### src/rtl/eaf_pkg.sv
`timescale 1ns/1ps
package eaf_pkg;
  typedef enum logic [1:0] {
    ACC_NONE  = 2'd0,
    ACC_READ  = 2'd1,
    ACC_WRITE = 2'd2,
    ACC_BLOCK = 2'd3
  } acc_kind_t;
endpackage

### src/rtl/eaf_edge_qual.sv
`timescale 1ns/1ps
module eaf_edge_qual #(
  parameter int ADDR_W     = 16,
  parameter int DATA_W     = 16,
  parameter int GLITCH_CYC = 2
) (
  input  logic              clk,
  input  logic              rst_n,
  input  logic              cs_in,
  input  logic              we_in,
  input  logic [ADDR_W-1:0] addr_in,
  input  logic [DATA_W-1:0] wdata_in,
  input  logic              lock_lo_n,
  input  logic              lock_hi_n,
  output logic              launch,
  output logic              snap_we,
  output logic [ADDR_W-1:0] snap_addr,
  output logic [DATA_W-1:0] snap_data,
  output logic              snap_lock_lo_n,
  output logic              snap_lock_hi_n
);
  localparam int CNT_W  = $clog2(GLITCH_CYC + 1);
  localparam int SNAP_W = ADDR_W + DATA_W + 3;

  logic [CNT_W-1:0]  run_q, run_d;
  logic [SNAP_W-1:0] live_vec, snap_vec;

  assign live_vec = {we_in, lock_lo_n, lock_hi_n, addr_in, wdata_in};

  // consecutive high-sample counter, saturating at the filter length
  always_comb begin
    if (!cs_in)
      run_d = '0;
    else if (run_q == CNT_W'(GLITCH_CYC))
      run_d = run_q;
    else
      run_d = run_q + 1'b1;
  end

  always_ff @(posedge clk or negedge rst_n) begin
    if (!rst_n) run_q <= '0;
    else        run_q <= run_d;
  end

  assign launch = cs_in && (run_q == CNT_W'(GLITCH_CYC - 1));

  generate
    if (GLITCH_CYC < 2) begin : g_live
      assign snap_vec = live_vec;
    end else begin : g_held
      logic [SNAP_W-1:0] held_q;
      logic              first_hi;
      assign first_hi = cs_in && (run_q == '0);
      always_ff @(posedge clk or negedge rst_n) begin
        if (!rst_n)        held_q <= '0;
        else if (first_hi) held_q <= live_vec;
      end
      assign snap_vec = held_q;

      // a launch needs chip select high on this and the previous sample
      a_r2_launch_run: assert property (@(posedge clk) disable iff (!rst_n)
        launch |-> (cs_in && $past(cs_in)));
    end
  endgenerate

  assign {snap_we, snap_lock_lo_n, snap_lock_hi_n, snap_addr, snap_data} = snap_vec;
endmodule

### src/rtl/eaf_seq.sv
`timescale 1ns/1ps
module eaf_seq
  import eaf_pkg::*;
#(
  parameter int ADDR_W = 16,
  parameter int DATA_W = 16,
  parameter int RD_CYC = 22,
  parameter int WR_CYC = 28
) (
  input  logic              clk,
  input  logic              rst_n,
  input  logic              launch,
  input  logic              snap_we,
  input  logic [ADDR_W-1:0] snap_addr,
  input  logic [DATA_W-1:0] snap_data,
  input  logic              snap_lock_lo_n,
  input  logic              snap_lock_hi_n,
  input  logic              core_ready,
  output logic              core_req,
  output logic              core_we,
  output logic [ADDR_W-1:0] core_addr,
  output logic [DATA_W-1:0] core_wdata,
  output acc_kind_t         kind,
  output logic              rd_start,
  output logic              rd_done,
  output logic              overrun
);
  localparam int MAX_CYC = (RD_CYC > WR_CYC) ? RD_CYC : WR_CYC;
  localparam int TMR_W   = $clog2(MAX_CYC + 1);

  logic              busy_q, busy_d;
  logic              req_q, req_d;
  logic              we_q;
  logic [ADDR_W-1:0] addr_q;
  logic [DATA_W-1:0] data_q;
  logic [TMR_W-1:0]  tmr_q, tmr_d;
  acc_kind_t         kind_q, kind_d;
  logic              ovr_q, ovr_d;
  logic              free, accept, reject, blocked;

  assign free    = !busy_q || ((tmr_q == '0) && !req_q);
  assign accept  = launch && free;
  assign reject  = launch && !free;
  assign blocked = snap_we &&
                   (snap_addr[ADDR_W-1] ? !snap_lock_hi_n : !snap_lock_lo_n);

  always_comb begin
    busy_d = busy_q;
    req_d  = req_q && !core_ready;
    tmr_d  = tmr_q;
    kind_d = kind_q;
    ovr_d  = ovr_q || reject;
    if (accept) begin
      busy_d = 1'b1;
      if (!snap_we) begin
        kind_d = ACC_READ;
        tmr_d  = TMR_W'(RD_CYC - 1);
      end else begin
        kind_d = blocked ? ACC_BLOCK : ACC_WRITE;
        tmr_d  = TMR_W'(WR_CYC - 1);
      end
      req_d = !blocked;
    end else if (busy_q) begin
      if (tmr_q != '0) tmr_d = tmr_q - 1'b1;
      if ((tmr_q == '0) && !req_q) busy_d = 1'b0;
    end
  end

  always_ff @(posedge clk or negedge rst_n) begin
    if (!rst_n) begin
      busy_q <= 1'b0;
      req_q  <= 1'b0;
      tmr_q  <= '0;
      kind_q <= ACC_NONE;
      ovr_q  <= 1'b0;
    end else begin
      busy_q <= busy_d;
      req_q  <= req_d;
      tmr_q  <= tmr_d;
      kind_q <= kind_d;
      ovr_q  <= ovr_d;
    end
  end

  always_ff @(posedge clk or negedge rst_n) begin
    if (!rst_n) begin
      we_q   <= 1'b0;
      addr_q <= '0;
      data_q <= '0;
    end else if (accept) begin
      we_q   <= snap_we;
      addr_q <= snap_addr;
      data_q <= snap_data;
    end
  end

  assign core_req   = req_q;
  assign core_we    = we_q;
  assign core_addr  = addr_q;
  assign core_wdata = data_q;
  assign kind       = kind_q;
  assign rd_start   = accept && !snap_we;
  assign rd_done    = req_q && core_ready && (kind_q == ACC_READ);
  assign overrun    = ovr_q;

  // request and its fields hold until the core answers
  a_r10_req_hold: assert property (@(posedge clk) disable iff (!rst_n)
    (req_q && !core_ready) |=> (req_q && $stable(addr_q) && $stable(we_q) && $stable(data_q)));

  // the overrun flag never clears once set
  a_r9_overrun_sticky: assert property (@(posedge clk) disable iff (!rst_n)
    ovr_q |=> ovr_q);

  // an edge inside the timed window is flagged
  a_r9_early_edge_flag: assert property (@(posedge clk) disable iff (!rst_n)
    (launch && busy_q && (tmr_q != '0)) |=> ovr_q);

  // a blocked write never reaches the core
  a_r5_block_no_req: assert property (@(posedge clk) disable iff (!rst_n)
    (kind_q == ACC_BLOCK) |-> !req_q);
endmodule

### src/rtl/eaf_bus.sv
`timescale 1ns/1ps
module eaf_bus
  import eaf_pkg::*;
#(
  parameter int DATA_W = 16
) (
  input  logic              clk,
  input  logic              rst_n,
  input  logic              cs_in,
  input  logic              oe_in,
  input  acc_kind_t         kind,
  input  logic              rd_start,
  input  logic              rd_done,
  input  logic [DATA_W-1:0] core_rdata,
  output logic [DATA_W-1:0] dq_out,
  output logic              dq_oe
);
  logic [DATA_W-1:0] hold_q;
  logic              have_q, fresh_q, keep_q;
  logic              have_d, fresh_d, keep_d;

  always_comb begin
    have_d  = have_q || rd_done;
    fresh_d = fresh_q;
    keep_d  = keep_q;
    if (rd_start) begin
      fresh_d = 1'b0;
      keep_d  = oe_in && have_q;
    end else begin
      if (rd_done) fresh_d = 1'b1;
      if (!oe_in)  keep_d  = 1'b0;
    end
  end

  always_ff @(posedge clk or negedge rst_n) begin
    if (!rst_n) begin
      have_q  <= 1'b0;
      fresh_q <= 1'b0;
      keep_q  <= 1'b0;
    end else begin
      have_q  <= have_d;
      fresh_q <= fresh_d;
      keep_q  <= keep_d;
    end
  end

  always_ff @(posedge clk or negedge rst_n) begin
    if (!rst_n)       hold_q <= '0;
    else if (rd_done) hold_q <= core_rdata;
  end

  assign dq_out = hold_q;
  assign dq_oe  = cs_in && oe_in && (kind == ACC_READ) && (fresh_q || keep_q);

  // no drive during write or blocked cycles
  a_r6_no_drive_write: assert property (@(posedge clk) disable iff (!rst_n)
    ((kind == ACC_WRITE) || (kind == ACC_BLOCK)) |-> !dq_oe);

  // the word returned by the core is what the bus presents next
  a_r4_new_word: assert property (@(posedge clk) disable iff (!rst_n)
    rd_done |=> (dq_out == $past(core_rdata)));
endmodule

### src/rtl/eaf_front.sv
`timescale 1ns/1ps
module eaf_front
  import eaf_pkg::*;
#(
  parameter int ADDR_W     = 16,
  parameter int DATA_W     = 16,
  parameter int GLITCH_CYC = 2,
  parameter int RD_CYC     = 22,
  parameter int WR_CYC     = 28
) (
  input  logic              clk,
  input  logic              rst_n,
  input  logic              cs_in,
  input  logic              we_in,
  input  logic              oe_in,
  input  logic [ADDR_W-1:0] addr_in,
  input  logic [DATA_W-1:0] wdata_in,
  input  logic              lock_lo_n,
  input  logic              lock_hi_n,
  output logic [DATA_W-1:0] dq_out,
  output logic              dq_oe,
  output logic              overrun,
  output logic              core_req,
  output logic              core_we,
  output logic [ADDR_W-1:0] core_addr,
  output logic [DATA_W-1:0] core_wdata,
  input  logic              core_ready,
  input  logic [DATA_W-1:0] core_rdata
);
  logic              rst_s1_q, rst_s2_q;
  logic              launch, snap_we, snap_lo_n, snap_hi_n;
  logic [ADDR_W-1:0] snap_addr;
  logic [DATA_W-1:0] snap_data;
  logic              rd_start, rd_done;
  acc_kind_t         kind;

  // reset: asserted at once, released on the clock
  always_ff @(posedge clk or negedge rst_n) begin
    if (!rst_n) begin
      rst_s1_q <= 1'b0;
      rst_s2_q <= 1'b0;
    end else begin
      rst_s1_q <= 1'b1;
      rst_s2_q <= rst_s1_q;
    end
  end

  eaf_edge_qual #(.ADDR_W(ADDR_W), .DATA_W(DATA_W), .GLITCH_CYC(GLITCH_CYC)) u_qual (
    .clk(clk), .rst_n(rst_s2_q), .cs_in(cs_in), .we_in(we_in),
    .addr_in(addr_in), .wdata_in(wdata_in),
    .lock_lo_n(lock_lo_n), .lock_hi_n(lock_hi_n),
    .launch(launch), .snap_we(snap_we), .snap_addr(snap_addr), .snap_data(snap_data),
    .snap_lock_lo_n(snap_lo_n), .snap_lock_hi_n(snap_hi_n)
  );

  eaf_seq #(.ADDR_W(ADDR_W), .DATA_W(DATA_W), .RD_CYC(RD_CYC), .WR_CYC(WR_CYC)) u_seq (
    .clk(clk), .rst_n(rst_s2_q), .launch(launch), .snap_we(snap_we),
    .snap_addr(snap_addr), .snap_data(snap_data),
    .snap_lock_lo_n(snap_lo_n), .snap_lock_hi_n(snap_hi_n),
    .core_ready(core_ready), .core_req(core_req), .core_we(core_we),
    .core_addr(core_addr), .core_wdata(core_wdata), .kind(kind),
    .rd_start(rd_start), .rd_done(rd_done), .overrun(overrun)
  );

  eaf_bus #(.DATA_W(DATA_W)) u_bus (
    .clk(clk), .rst_n(rst_s2_q), .cs_in(cs_in), .oe_in(oe_in), .kind(kind),
    .rd_start(rd_start), .rd_done(rd_done), .core_rdata(core_rdata),
    .dq_out(dq_out), .dq_oe(dq_oe)
  );

  // nothing driven or requested while held in reset
  a_r1_reset_quiet: assert property (@(posedge clk)
    !rst_s2_q |-> (!core_req && !overrun));
endmodule

### config.mk
export PLATFORM = sky130hd
export DESIGN_NAME = eaf_front
export DESIGN_NICKNAME = d
export VERILOG_FILES = /design/src/rtl/eaf_pkg.sv /design/src/rtl/eaf_edge_qual.sv /design/src/rtl/eaf_seq.sv /design/src/rtl/eaf_bus.sv /design/src/rtl/eaf_front.sv
export SDC_FILE = /design/constraint.sdc
export NUM_CORES = 1
export LEC_CHECK = 0
export ABC_AREA = 1
export BUFFER_PORTS_ARGS = -buffer_cell sky130_fd_sc_hd__buf_2
export CAP_MARGIN = 20
export CORE_AREA = 4 4 114 116
export CTS_BUF_LIST = sky130_fd_sc_hd__clkbuf_8
export DETAILED_ROUTE_END_ITERATION = 12
export DIE_AREA = 0 0 118 120
export GPL_TIMING_DRIVEN = 0
export PLACE_DENSITY_LB_ADDON = 0.12
export SLEW_MARGIN = 20
export SYNTH_ARGS = -nofsm -noshare
export SYNTH_HDL_FRONTEND = slang
export SYNTH_SLANG_ARGS = --single-unit
### constraint.sdc
create_clock -name clk -period 3.2 [get_ports clk]
set_clock_uncertainty 0.15 [all_clocks]
set_input_delay 0.32 -clock clk [delete_from_list [all_inputs] [get_ports clk]]
set_output_delay 0.32 -clock clk [all_outputs]
set_load 0.03 [all_outputs]
# --- Yosys cells after proc, flatten, opt, wreduce, memory -nomap -nowiden ---
# Cells that the tools add are included.
totals:
  output_inout_bits: 52
  reg_bits: 101
  input_bits: 56
classes:
  eq_ne: 5
  n_mux: 17
  n_reduce_logical: 33
  addsub: 2
op_table:
  columns: ["op", "n"]
  rows:
  - ["$mux W5", 3]
  - ["$logic_and A1 B1 Y1", 14]
  - ["$mux W1", 10]
  - ["$logic_not A1 Y1", 8]
  - ["$mux W2", 3]
  - ["$reduce_bool A2 Y1", 3]
  - ["$logic_not A5 Y1", 1]
  - ["$reduce_bool A5 Y1", 1]
  - ["$sub A5 B1 Y5 const B", 1]
  - ["$eq A2 B1 Y1 const B", 2]
  - ["$logic_or A1 B1 Y1", 4]
  - ["$mux W4", 1]
  - ["$add A2 B1 Y2 const B", 1]
  - ["$eq A2 B2 Y1 const B", 1]
  - ["$logic_not A2 Y1", 1]
  - ["$ne A2 B1 Y1 const B", 1]
  - ["$ne A2 B2 Y1 const B", 1]
  - ["$reduce_and A2 Y1", 1]

# --- Logic depth before layout (Yosys ltp) ---
# Gate-level depths: netlist of run 1.
depth:
  depth_word: 6
  depth_mapped: 9
  mapped_depth_nobuf: 9

# --- Cells and area by module ---
# From an unflattened synthesis of run 1, not the netlist that was laid out.
hier_totals:
  hier_cells: 464
  hier_area_um2: 4175.3
modules_own_cells:
  columns: ["module", "seq_area_each_um2", "cells_each", "instances", "area_each_um2"]
  rows:
  - ["eaf_seq", 1051.0, 206, 1, 1767.9]
  - ["eaf_edge_qual", 925.9, 169, 1, 1572.8]
  - ["eaf_bus", 475.5, 86, 1, 780.7]
  - ["eaf_front", 50.0, 3, 1, 53.8]

# --- Worst setup path after synthesis of run 1 ---
# No wires, ideal clock.
synth_path:
  path_kind: "flip-flop to flip-flop"
  start: "reg u_seq.tmr_q[0]"
  end: "reg u_seq.tmr_q[2]"
  setup_slack_ns: 1.680
  required_ns: 2.923
  t_arrival_ns: 1.242
  n_path_buf: 1
  stages_incl_launch_ff: 9
  synth_period_minus_slack_ns: 1.520
  path_cell_list: "dfrtp_1 inv_1 ha_1 nand4_1 nand2_2 nand2_4 buf_8 nand3_1 nand3_1"
synth_via:
  elab_chain_cells: 6
  elab_cells_between_ends: 12
  cone_classes: "add/sub: 1; mux: 3; reduce/logical: 8"
synth_lines:
  columns: ["item", "line_no", "text"]
  rows:
  - ["from (decl)", "eaf_seq.sv:36", "logic [TMR_W-1:0] tmr_q, tmr_d;"]
  - ["from (signal assigned)", "eaf_seq.sv:79", "tmr_q <= tmr_d;"]
  - ["branches (longest 6 deep; another with $sub A5 B1 Y5)", null, null]
# Several ways; the timed one is not identified. The select of a mux whose other input is x is not followed.
# A chain may end at the register's enable or synchronous reset.

==> results of run 1 <==
==> power by group through the flow <==
stage / registers [W] / clock network (W) / logic, W
final: 0.00212 / 0.000748 / 0.00222
after global routing: 0.00220 / 0.000833 / 0.00247
after CTS: 0.00212 / 0.000779 / 0.00226
after detailed placement: 0.00214 / 0 / 0.00224
after global placement: 0.00215 / 0 / 0.00218
after floorplan: 0.00270 / 0 / 0.00104
==> sequential cells by signal, summed over array words and instances (netlist names), 2 cells and up <==
register and cells:
u_bus.dq_out 16, u_seq.core_wdata 16, u_seq.core_addr 16, u_qual.run_q 2
u_qual.g_held.held_q 35, u_seq.tmr_q 5
==> cell families (layout without fill, tap and decap cells) <==
kind of cell | count (synthesis) | count (layout) | synth area share
XOR/XNOR | 1 | 1 | 0.00214
AO/OA/AOI/OAI | 73 | 73 | 0.122
multiplexers | 2 | 2 | 0.00643
AND/OR/NAND/NOR | 165 | 165 | 0.164
adder cells (fa/ha/maj) | 4 | 4 | 0.0122
flip-flops | 100 | 100 | 0.612
other | 1 | 1 | 0.000918
buffers and inverters | 65 | 204 | 0.0802
==> cell type report <==
class,count,area (µm²)
flip-flops and latches,100,2510
well taps,147,184
clock inverters,2,10.0
inverters,49,184
repair buffers,125,733
clock buffers,12,165
plain buffers,16,144
multi-input cells,246,1260
fillers,1203,6730
==> cells in the final DEF, fill, tap and decap left out, types with 2 or more instances in the layout <==
master and count:
sky130_fd_sc_hd__o21ai_0 5, sky130_fd_sc_hd__nand2_1 104, sky130_fd_sc_hd__inv_2 2, sky130_fd_sc_hd__nand4_1 3
sky130_fd_sc_hd__nand3_1 11, sky130_fd_sc_hd__a21oi_1 33, sky130_fd_sc_hd__dfrtp_1 99, sky130_fd_sc_hd__ha_1 4
sky130_fd_sc_hd__dlygate4sd3_1 17, sky130_fd_sc_hd__clkbuf_1 4, sky130_fd_sc_hd__clkinv_2 2, sky130_fd_sc_hd__nand2_2 3
sky130_fd_sc_hd__o21ai_2 33, sky130_fd_sc_hd__inv_1 47, sky130_fd_sc_hd__buf_6 9, sky130_fd_sc_hd__buf_2 108
sky130_fd_sc_hd__clkbuf_8 12, sky130_fd_sc_hd__nor2_1 39
==> cell usage after synthesis <==
| cell type | instances | share of area |
|---|---|---|
| sky130_fd_sc_hd__mux2_4 | 1 | 0.0037 |
| sky130_fd_sc_hd__clkbuf_1 | 4 | 0.0037 |
| sky130_fd_sc_hd__nor2_2 | 1 | 0.0015 |
| sky130_fd_sc_hd__xor2_1 | 1 | 0.0021 |
| sky130_fd_sc_hd__nor2_1 | 39 | 0.036 |
| sky130_fd_sc_hd__buf_2 | 1 | 0.0012 |
| sky130_fd_sc_hd__o2111a_1 | 1 | 0.0028 |
| sky130_fd_sc_hd__or2_0 | 1 | 0.0015 |
| sky130_fd_sc_hd__conb_1 | 1 | 0.00092 |
| sky130_fd_sc_hd__nand2_4 | 1 | 0.0028 |
| sky130_fd_sc_hd__nand2_1 | 104 | 0.096 |
| sky130_fd_sc_hd__mux2_2 | 1 | 0.0028 |
| sky130_fd_sc_hd__nand2_2 | 3 | 0.0046 |
| sky130_fd_sc_hd__o21ai_0 | 5 | 0.0061 |
| sky130_fd_sc_hd__inv_1 | 47 | 0.043 |
| sky130_fd_sc_hd__a21oi_1 | 33 | 0.040 |
| sky130_fd_sc_hd__dfrtp_1 | 100 | 0.61 |
| sky130_fd_sc_hd__o21bai_1 | 1 | 0.0018 |
| sky130_fd_sc_hd__buf_8 | 1 | 0.0037 |
| sky130_fd_sc_hd__or2_2 | 1 | 0.0015 |
| sky130_fd_sc_hd__ha_1 | 4 | 0.012 |
| sky130_fd_sc_hd__nand3_1 | 11 | 0.013 |
| sky130_fd_sc_hd__nand4_1 | 3 | 0.0046 |
| sky130_fd_sc_hd__o21ai_2 | 33 | 0.071 |
| sky130_fd_sc_hd__nand3_2 | 1 | 0.0024 |
| sky130_fd_sc_hd__buf_4 | 1 | 0.0018 |
| sky130_fd_sc_hd__inv_2 | 2 | 0.0018 |
| sky130_fd_sc_hd__buf_6 | 9 | 0.025 |
==> through the flow <==
| stage | setup WS, ns | instances | util | setup TNS [ns] |
|---|---|---|---|---|
| detailed placement | 1.49 | 666 | 0.406 | 0 |
| floorplan | 0.0582 | 411 | - | 0 |
| global route | 1.30 | 697 | 0.435 | 0 |
| global placement | -1.19 | 665 | 0.403 | -116.26 |
| CTS | 1.34 | 697 | 0.435 | 0 |
| finish | 1.38 | 697 | 0.435 | 0 |
==> worst register-to-register path, delay by kind of cell (launching register included) <==
kind	cells	cell delay, ns
and+or+nand+nor	5	0.51
DFF	1	0.39
buffers and inverters	2	0.30
adders and majority gates	1	0.22
==> worst max-delay path by stage <==
stage | endpoint | startpoint | slack (ns) | depth (start not counted)
after floorplan | u_bus.dq_out[0] | rst_s2_q | 0.06 | 0
after global placement | u_seq.core_addr[14] | rst_s2_q | -1.19 | 0
after detailed placement | u_seq.tmr_q[2] | u_seq.tmr_q[0] | 1.49 | 8
after CTS | dq_oe | u_seq.core_we | 1.34 | 3
after global routing | dq_oe | u_seq.core_we | 1.30 | 3
final | dq_oe | u_seq.core_we | 1.38 | 3
==> per-layer routing <==
layer,track usage,vias up
met3,0.0429,11
li1,-,1555
met1,0.192,1415
met5,0,-
met4,0.0615,0
met2,0.211,87
==> impl_summary.txt, run 1 <==
----------------------------------------------------
[Global route]
  Leftover overflow at the end of global routing ... 0
  Largest net degree at the start of global routing ... 56
  First-pass GRT wire length ... 16100 µm
  Tot GR Track Use ... 0.142
  Via count of the first global-routing pass ... 3253
  Antenna violations before repair ... 0

[Worst setup path]
  Top fanout value on the critical path ... 3
  Worst R2R Start ... u_seq.tmr_q[0]
  CP Cell Sequence ... nor2_2, o2111a_1, buf_2
  Number of buffer and inverter instances along the worst setup path ... 1
  Arrival time reported for the critical path endpoint ... 1.35 ns
  Crit Path Category ... register to output port
  Critical-path top delay cell ... sky130_fd_sc_hd__dfrtp_1
  Worst endpoint required time ... 2.73 ns
  Reg-to-reg endpoint ... u_seq.tmr_q[1]
  CP delay by family, top ... flip-flops
  Worst reg2reg setup slack ... 1.49 ns
  Largest incremental delay on the critical path ... 0.42 ns
  Category of the worst setup path launch point ... register
  Depth of the worst register-to-register path ... 8
  Type of destination of the critical path ... output port

[Clock tree]
  Longest Clk Path Bufs ... 2
  Hold buffers post-CTS ... 17
  Clock transition at the registers of the reported paths ... 0.09 ns
  Clock buffers created by TritonCTS ... 9
  Latest clock arrival within the worst-skew pair ... 0.37 ns
  Gates resized, CTS repair ... 0
  Clock root buffer master ... sky130_fd_sc_hd__clkbuf_8
  Number of levels in the clock H-tree ... 3
  Setup Buffers After CTS ... 0
  Clock Sink Count ... 100
  TritonCTS clock tree ... done

[STA]
  Count of pins over their slew limit ... 0
  Period utilisation layout ... 0.567
  Final Hold Vio Count ... 0
  Highest clock frequency the design can meet ... 0.551 GHz
  Setup violators final ... 0
  Worst Hold Slack ... 0.0349 ns
  RSZ-0062 raised after global routing ... no
  Shortest clock period the worst path allows after layout ... 1.82 ns
  Headroom to the max-slew limit ... 0.599
  Least-Margin Pin Slew ... 0.601 ns

[Worst hold path]
  Worst min-delay path endpoint ... u_qual.g_held.held_q[33]
  Min-Delay Startpoint ... lock_lo_n
  Kind of path behind the tightest hold check ... input port to register
  Number of cells on the worst hold path ... 2

[Power]
  Sw frac ... 0.429
  Pleak ... 2.82 nW
  Internal power of the cells ... 0.00290 W
  Net Sw Power ... 0.00218 W
  Power per Cell Area ... 981 nW/µm²
  Clock network fraction of design power ... 0.147
  Combinational share of power ... 0.436
  Overall power after layout ... 0.00509 W
  Max VDD drop ... 0.000366 V
  Reg power frac ... 0.417

[Routing]
  Drt total wl ... 9450 µm
  Met2 layer wire length in the routed design ... 4040 µm
  Number of routed nets with antenna violations ... 0
  Vias ... 3068
  Highest metal layer with signal wires ... met4
  Drt wl/cell ... 13.6 µm
  Starting DRT DRC Count ... 159
  First-pass iteration count of the detailed router ... 4
  Total met3 wirelength after detailed routing ... 658 µm
  Number of vias per cell ... 4.40
  Routed met1 length ... 4560 µm
  DRC Markers ... 0

[Final layout]
  Count of inserted antenna diode cells ... 0
  Fin area ... 5180 µm²
  Layout cells sized above 1 ... 0.325
  Area growth syn-to-layout ... 26.8%
  Nets ... 607

[Die]
  Initial core utilization ... 0.343
  Floorplan die width ... 118 µm
  IO Count ... 108
  Number of rows created at floorplan ... 40
  Standard cell core area ... 11900 µm²
  DIE AREA ... 14200 µm²
  Chip Height ... 120 µm

[Synth]
  Total standard cell area after synthesis ... 4090 µm²
  Number of register bits inferred by synthesis ... 100
  Synth warn ... 0
  Syn Nets ... 471
  Count of different cell masters after synthesis ... 28
  Mean post-synth cell area ... 9.94 µm²
  Sequential area share after synthesis ... 0.612
  Count of mapped cells out of synthesis ... 411

[Place]
  Gpl congestion ... 0.723
  Half-perimeter wire length after placement ... 6570 µm
  Area post-placement ... 4840 µm²
  Buffers added on ports ... 107

[Run]
  Count of max-cap constraint violations ... 0

[Outcome]
  Result of the run ... finished, final reports clean

----------------------------------------------------
No activity file was read; power rests on OpenSTA's default activity.
==> run 2: changes to the inputs <==
clock period = 1.7 ns   (was 3.2 ns; I/O delays follow)
==> run 2 against run 1 <==
Compared with the run above:
- routed wire length grew 6.8%
- utilization increased by 4.6 points
- register-to-register slack got worse by 1.4 ns
- total power increased by 100%
- clock power rose to 2.6 times the previous value
- cell area rose by 11%
- critical path type unchanged
==> impl_summary.txt, run 2 (synthesized netlist as in run 1, its figures left out) <==
----------------------------------------------------
[Die]
  Floorplan die width ... 118 µm
  Chip Height ... 120 µm
  Initial core utilization ... 0.343
  DIE AREA ... 14200 µm²
  IO Count ... 108
  Number of rows created at floorplan ... 40
  Standard cell core area ... 11900 µm²

[Final layout]
  Count of inserted antenna diode cells ... 0
  Fin area ... 5730 µm²
  Area growth syn-to-layout ... 40.2%
  Commonest cells after routing, fill and taps aside ... 106 x sky130_fd_sc_hd__buf_2, 104 x sky130_fd_sc_hd__nand2_1, 99 x sky130_fd_sc_hd__dfrtp_1
  Most frequent standard cell in the layout excluding fill and tap cells ... sky130_fd_sc_hd__buf_2
  Largest register FFs ... 35
  Count of placed standard cells in the final layout, fillers left out ... 743
  Final standard cell utilization of the core ... 0.481
  Nets ... 652
  Layout cells sized above 1 ... 0.320
  Largest register by flop count ... u_qual.g_held.held_q

[Routing]
  Number of vias per cell ... 4.39
  Drt wl/cell ... 13.6 µm
  First-pass iteration count of the detailed router ... 4
  DRC Markers ... 0
  Highest metal layer with signal wires ... met4
  Met2 layer wire length in the routed design ... 4570 µm
  Vias ... 3262
  Number of routed nets with antenna violations ... 0
  Routed met1 length ... 4660 µm
  Starting DRT DRC Count ... 237
  Drt total wl ... 10100 µm
  Total met3 wirelength after detailed routing ... 706 µm

[Place]
  Buffers added on ports ... 107
  Gpl congestion ... 0.765
  Cell Count Post-Placement ... 666
  Half-perimeter wire length after placement ... 6650 µm
  Placement-stage worst setup slack ... -0.0292 ns
  Area post-placement ... 4840 µm²

[Global route]
  Largest net degree at the start of global routing ... 51
  Tot GR Track Use ... 0.152
  Leftover overflow at the end of global routing ... 0
  Via count of the first global-routing pass ... 3472
  Antenna violations before repair ... 0
  First-pass GRT wire length ... 17200 µm

[Worst setup path]
  Type of destination of the critical path ... output port
  Crit Path Category ... register to output port
  Arrival time reported for the critical path endpoint ... 1.28 ns
  Timing startpoint of the critical path ... u_seq.core_we
  Worst reg2reg setup slack ... 0.11 ns
  Worst setup path endpoint ... dq_oe
  Top fanout value on the critical path ... 3
  Worst R2R Start ... u_seq.tmr_q[0]
  Category of the worst setup path launch point ... register
  Reg-to-reg endpoint ... u_seq.tmr_q[1]
  Depth of the worst register-to-register path ... 8
  Worst endpoint required time ... 1.38 ns

[STA]
  Post-route worst setup slack ... 0.0965 ns
  Setup violators final ... 0
  Highest clock frequency the design can meet ... 0.624 GHz
  Headroom to the max-slew limit ... 0.550
  Final Hold Vio Count ... 0
  Shortest clock period the worst path allows after layout ... 1.60 ns
  Least-Margin Pin Slew ... 0.675 ns
  Count of pins over their slew limit ... 0
  Period utilisation layout ... 0.943

[Power]
  Sw frac ... 0.409
  Clock network fraction of design power ... 0.186
  Combinational share of power ... 0.428
  Power per Cell Area ... 1800 nW/µm²
  Max VDD drop ... 0.000977 V
  Reg power frac ... 0.386
  Pleak ... 3.05 nW
  Internal power of the cells ... 0.00611 W
  Overall power after layout ... 0.0103 W
  Net Sw Power ... 0.00422 W

[Clock tree]
  Number of levels in the clock H-tree ... 3
  TritonCTS clock tree ... done
  Latest clock arrival within the worst-skew pair ... 0.37 ns
  Clock transition at the registers of the reported paths ... 0.09 ns
  Clock root buffer master ... sky130_fd_sc_hd__clkbuf_8
  Clock buffers created by TritonCTS ... 9
  Longest Clk Path Bufs ... 2
  Clock Sink Count ... 100

[Run]
  Count of max-cap constraint violations ... 0

[Worst hold path]
  Kind of path behind the tightest hold check ... register to register
  Number of cells on the worst hold path ... 0

[Outcome]
  Result of the run ... finished, final reports clean

----------------------------------------------------
## run 2: cell count changes in the layout (fill, tap and decap cells not counted), sizes merged
cell and delta:
buf +6, bufinv +4, clkbuf -3, clkinv -1, dlygate4sd3 +39, inv +1
## run 2: what timing repair did
action | in CTS | in global routing
endpoints found under the hold margin | 58 | 0
endpoints found under the setup margin | 32 | 74
pin swaps | 1 | 3
hold buffers | 56 | 0
resized for setup | 6 | 6
buffers inserted | 1 | 5
## run 2: how the worst min path moves through the flow
stage	from	end	slack, ns
global placement	rst_n	rst_s1_q	-0.19
finish	rst_s1_q	rst_s2_q	0.21
CTS	rst_s1_q	rst_s2_q	0.21
floorplan	rst_n	rst_s1_q	-0.28
global route	rst_s1_q	rst_s2_q	0.24
detailed placement	rst_n	rst_s1_q	-0.19
## run 2: stage by stage
step	TNS (ns)	hold WS, ns
6_report	0	0.206
5_1_grt	-0.0494	0.237
4_1_cts	0	0.212
3_5_place_dp	-0.0614	-0.193
3_3_place_gp	0	-0.194
2_1_floorplan	0	-0.276
## run 2: final cells by class
class,count,area (µm²)
clock inverter,6,129
clock buffer,9,124
inverter,49,184
buffer,16,155
tap,147,184
fill,1120,6180
multi-input combinational,246,1280
sequential,100,2510
timing repair buffer,170,1170
## run 2: routing by layer
metal	GRT usage	up-vias
met3	0.0528	12
li1	-	1640
met4	0.0505	0
met1	0.196	1519
met2	0.240	91
met5	0	-
## run 2: power by group through the flow
stage | Combinational (W) | Sequential [W] | Clock, W
2_1_floorplan | 0.00196 | 0.00508 | 0
3_3_place_gp | 0.00412 | 0.00402 | 0
3_5_place_dp | 0.00423 | 0.00403 | 0
4_1_cts | 0.00438 | 0.00400 | 0.00200
5_1_grt | 0.00493 | 0.00413 | 0.00210
6_report | 0.00442 | 0.00399 | 0.00192
## run 2: worst max-delay path, cell delays in order, from the launching register on
cell and delay, ns:
sky130_fd_sc_hd__dfrtp_1 0.42, sky130_fd_sc_hd__nor2_2 0.14, sky130_fd_sc_hd__o2111a_1 0.19, sky130_fd_sc_hd__buf_4 0.16
==> run 3: changes to the inputs <==
clock period = 1.9 ns   (was 1.7 ns; I/O delays follow)
==> run 3 against run 2 <==
Compared with the run above:
- clock power is 25% lower
- setup slack better by 0.11 ns
- cell area is 2.1% lower
- non-clock buffer count is 6 lower
- sequential power is 11% lower
- highest routed layer unchanged
- worst hold slack better by 0.0016 ns
==> impl_summary.txt, run 3 (synthesized netlist as in run 1, its figures left out) <==
----------------------------------------------------
[Final layout]
  Layout cells sized above 1 ... 0.305
  Count of inserted antenna diode cells ... 0
  Commonest cells after routing, fill and taps aside ... 108 x sky130_fd_sc_hd__buf_2, 104 x sky130_fd_sc_hd__nand2_1, 99 x sky130_fd_sc_hd__dfrtp_1
  Nets ... 646
  Fin area ... 5610 µm²
  Area growth syn-to-layout ... 37.3%
  Largest register FFs ... 35
  Most frequent standard cell in the layout excluding fill and tap cells ... sky130_fd_sc_hd__buf_2
  Largest register by flop count ... u_qual.g_held.held_q
  Filler cell count in the final layout ... 1127

[Place]
  Gpl congestion ... 0.757
  Area post-placement ... 4840 µm²
  Placement-stage worst setup slack ... 0.194 ns
  Half-perimeter wire length after placement ... 6630 µm
  Buffers added on ports ... 107

[Global route]
  Largest net degree at the start of global routing ... 52
  First-pass GRT wire length ... 17000 µm
  Tot GR Track Use ... 0.150
  Via count of the first global-routing pass ... 3439
  Antenna violations before repair ... 0
  Leftover overflow at the end of global routing ... 0

[Routing]
  Number of routed nets with antenna violations ... 0
  Vias ... 3263
  Drt total wl ... 10100 µm
  First-pass iteration count of the detailed router ... 4
  Number of vias per cell ... 4.42
  Starting DRT DRC Count ... 144
  Drt wl/cell ... 13.7 µm
  DRC Markers ... 0

[Power]
  Combinational share of power ... 0.432
  Clock network fraction of design power ... 0.163
  Power per Cell Area ... 1570 nW/µm²
  Pleak ... 3.01 nW
  Max VDD drop ... 0.000647 V
  Internal power of the cells ... 0.00509 W
  Net Sw Power ... 0.00374 W
  Sw frac ... 0.424
  Overall power after layout ... 0.00883 W
  Reg power frac ... 0.405

[Clock tree]
  Longest Clk Path Bufs ... 2
  Clock buffers created by TritonCTS ... 9
  Gates resized, CTS repair ... 0
  Latest clock arrival within the worst-skew pair ... 0.37 ns
  Clock Sink Count ... 100
  Number of levels in the clock H-tree ... 3
  Clock transition at the registers of the reported paths ... 0.09 ns
  Setup Buffers After CTS ... 0
  Clock root buffer master ... sky130_fd_sc_hd__clkbuf_8
  TritonCTS clock tree ... done

[STA]
  Highest clock frequency the design can meet ... 0.589 GHz
  Least-Margin Pin Slew ... 0.669 ns
  RSZ-0062 raised after global routing ... no
  Setup violators final ... 0
  Worst Hold Slack ... 0.208 ns
  Count of pins over their slew limit ... 0
  Headroom to the max-slew limit ... 0.554
  Final Hold Vio Count ... 0
  Period utilisation layout ... 0.893
  Post-route worst setup slack ... 0.203 ns
  Shortest clock period the worst path allows after layout ... 1.70 ns

[Worst setup path]
  Arrival time reported for the critical path endpoint ... 1.81 ns
  Worst endpoint required time ... 2.01 ns
  Category of the worst setup path launch point ... register
  Crit Path Category ... register to register
  Top fanout value on the critical path ... 10
  Type of destination of the critical path ... register

[Run]
  Count of max-cap constraint violations ... 0

[Die]
  Standard cell core area ... 11900 µm²
  Floorplan die width ... 118 µm
  DIE AREA ... 14200 µm²
  IO Count ... 108
  Number of rows created at floorplan ... 40
  Initial core utilization ... 0.343
  Chip Height ... 120 µm

[Outcome]
  Result of the run ... finished, final reports clean

[Worst hold path]
  Kind of path behind the tightest hold check ... register to register

----------------------------------------------------
run 3: cell types whose count changed in the layout (fill, tap and decap cells not counted), moves of 3 or more:
cell	delta
sky130_fd_sc_hd__buf_4	-8
sky130_fd_sc_hd__bufinv_16	-3
sky130_fd_sc_hd__clkbuf_8	+3
sky130_fd_sc_hd__clkbuf_1	+3
sky130_fd_sc_hd__clkbuf_2	-3
run 3: final cells by class:
type	instances	area, µm²	share of cell area
tap	147	184	0.0328
timing repair buffer	164	1120	0.200
clock buffer	12	165	0.0294
clock inverter	4	47.5	0.00847
multi-input combinational	246	1260	0.224
inverter	49	184	0.0328
buffer	16	144	0.0256
sequential	100	2510	0.447
run 3: worst paths after layout:
check                                      endpoint      startpoint  depth (start not counted)  slack, ns
min in group asynchronous           u_qual.run_q[1]        rst_s2_q                          0       0.22
worst max-delay path                 u_seq.tmr_q[2]  u_seq.tmr_q[0]                          8       0.20
worst min register to register             rst_s2_q        rst_s1_q                          0       0.21
worst max register to register       u_seq.tmr_q[2]  u_seq.tmr_q[0]                          8       0.20
worst min-delay path                       rst_s2_q        rst_s1_q                          0       0.21
max in group asynchronous       u_seq.core_wdata[2]        rst_s2_q                          1       0.67
run 3: through the flow:
| stage | instances | util | TNS, ns |
|---|---|---|---|
| floorplan | 411 | - | 0 |
| detailed placement | 666 | 0.406 | 0 |
| CTS | 738 | 0.471 | 0 |
| global route | 738 | 0.471 | 0 |
| finish | 738 | 0.471 | 0 |
| global placement | 665 | 0.404 | -59.56 |
run 3: per-layer routing:
| metal | routed length (µm) | track usage | share of wire | vias to the layer above |
|---|---|---|---|---|
| li1 | - | - | - | 1630 |
| met1 | 4680 | 0.191 | 0.46 | 1528 |
| met2 | 4660 | 0.240 | 0.46 | 88 |
| met3 | 546 | 0.0410 | 0.054 | 17 |
| met4 | 194 | 0.0652 | 0.019 | 0 |
| met5 | 0 | 0 | 0 | - |
run 3: timing repair:
| action | in CTS | in global routing |
|---|---|---|
| hold buffers | 56 | 0 |
| endpoints found under the setup margin | 0 | 0 |
| hold endpoints to repair | 57 | 0 |
run 3: critical path, stage by stage (launching register included):
cell and delay (ns):
sky130_fd_sc_hd__dfrtp_1 0.39, sky130_fd_sc_hd__inv_1 0.11, sky130_fd_sc_hd__ha_1 0.22, sky130_fd_sc_hd__nand4_1 0.12, sky130_fd_sc_hd__nand2_2 0.13, sky130_fd_sc_hd__nand2_4 0.14
sky130_fd_sc_hd__buf_8 0.19, sky130_fd_sc_hd__nand3_1 0.06, sky130_fd_sc_hd__nand3_1 0.06
run 3: power groups by stage:
stage,sequential [W],clock [W],combinational (W)
after global routing,0.00370,0.00160,0.00423
after global placement,0.00360,0,0.00368
after floorplan,0.00455,0,0.00176
after detailed placement,0.00361,0,0.00378
after CTS,0.00358,0.00151,0.00387
final,0.00357,0.00144,0.00382
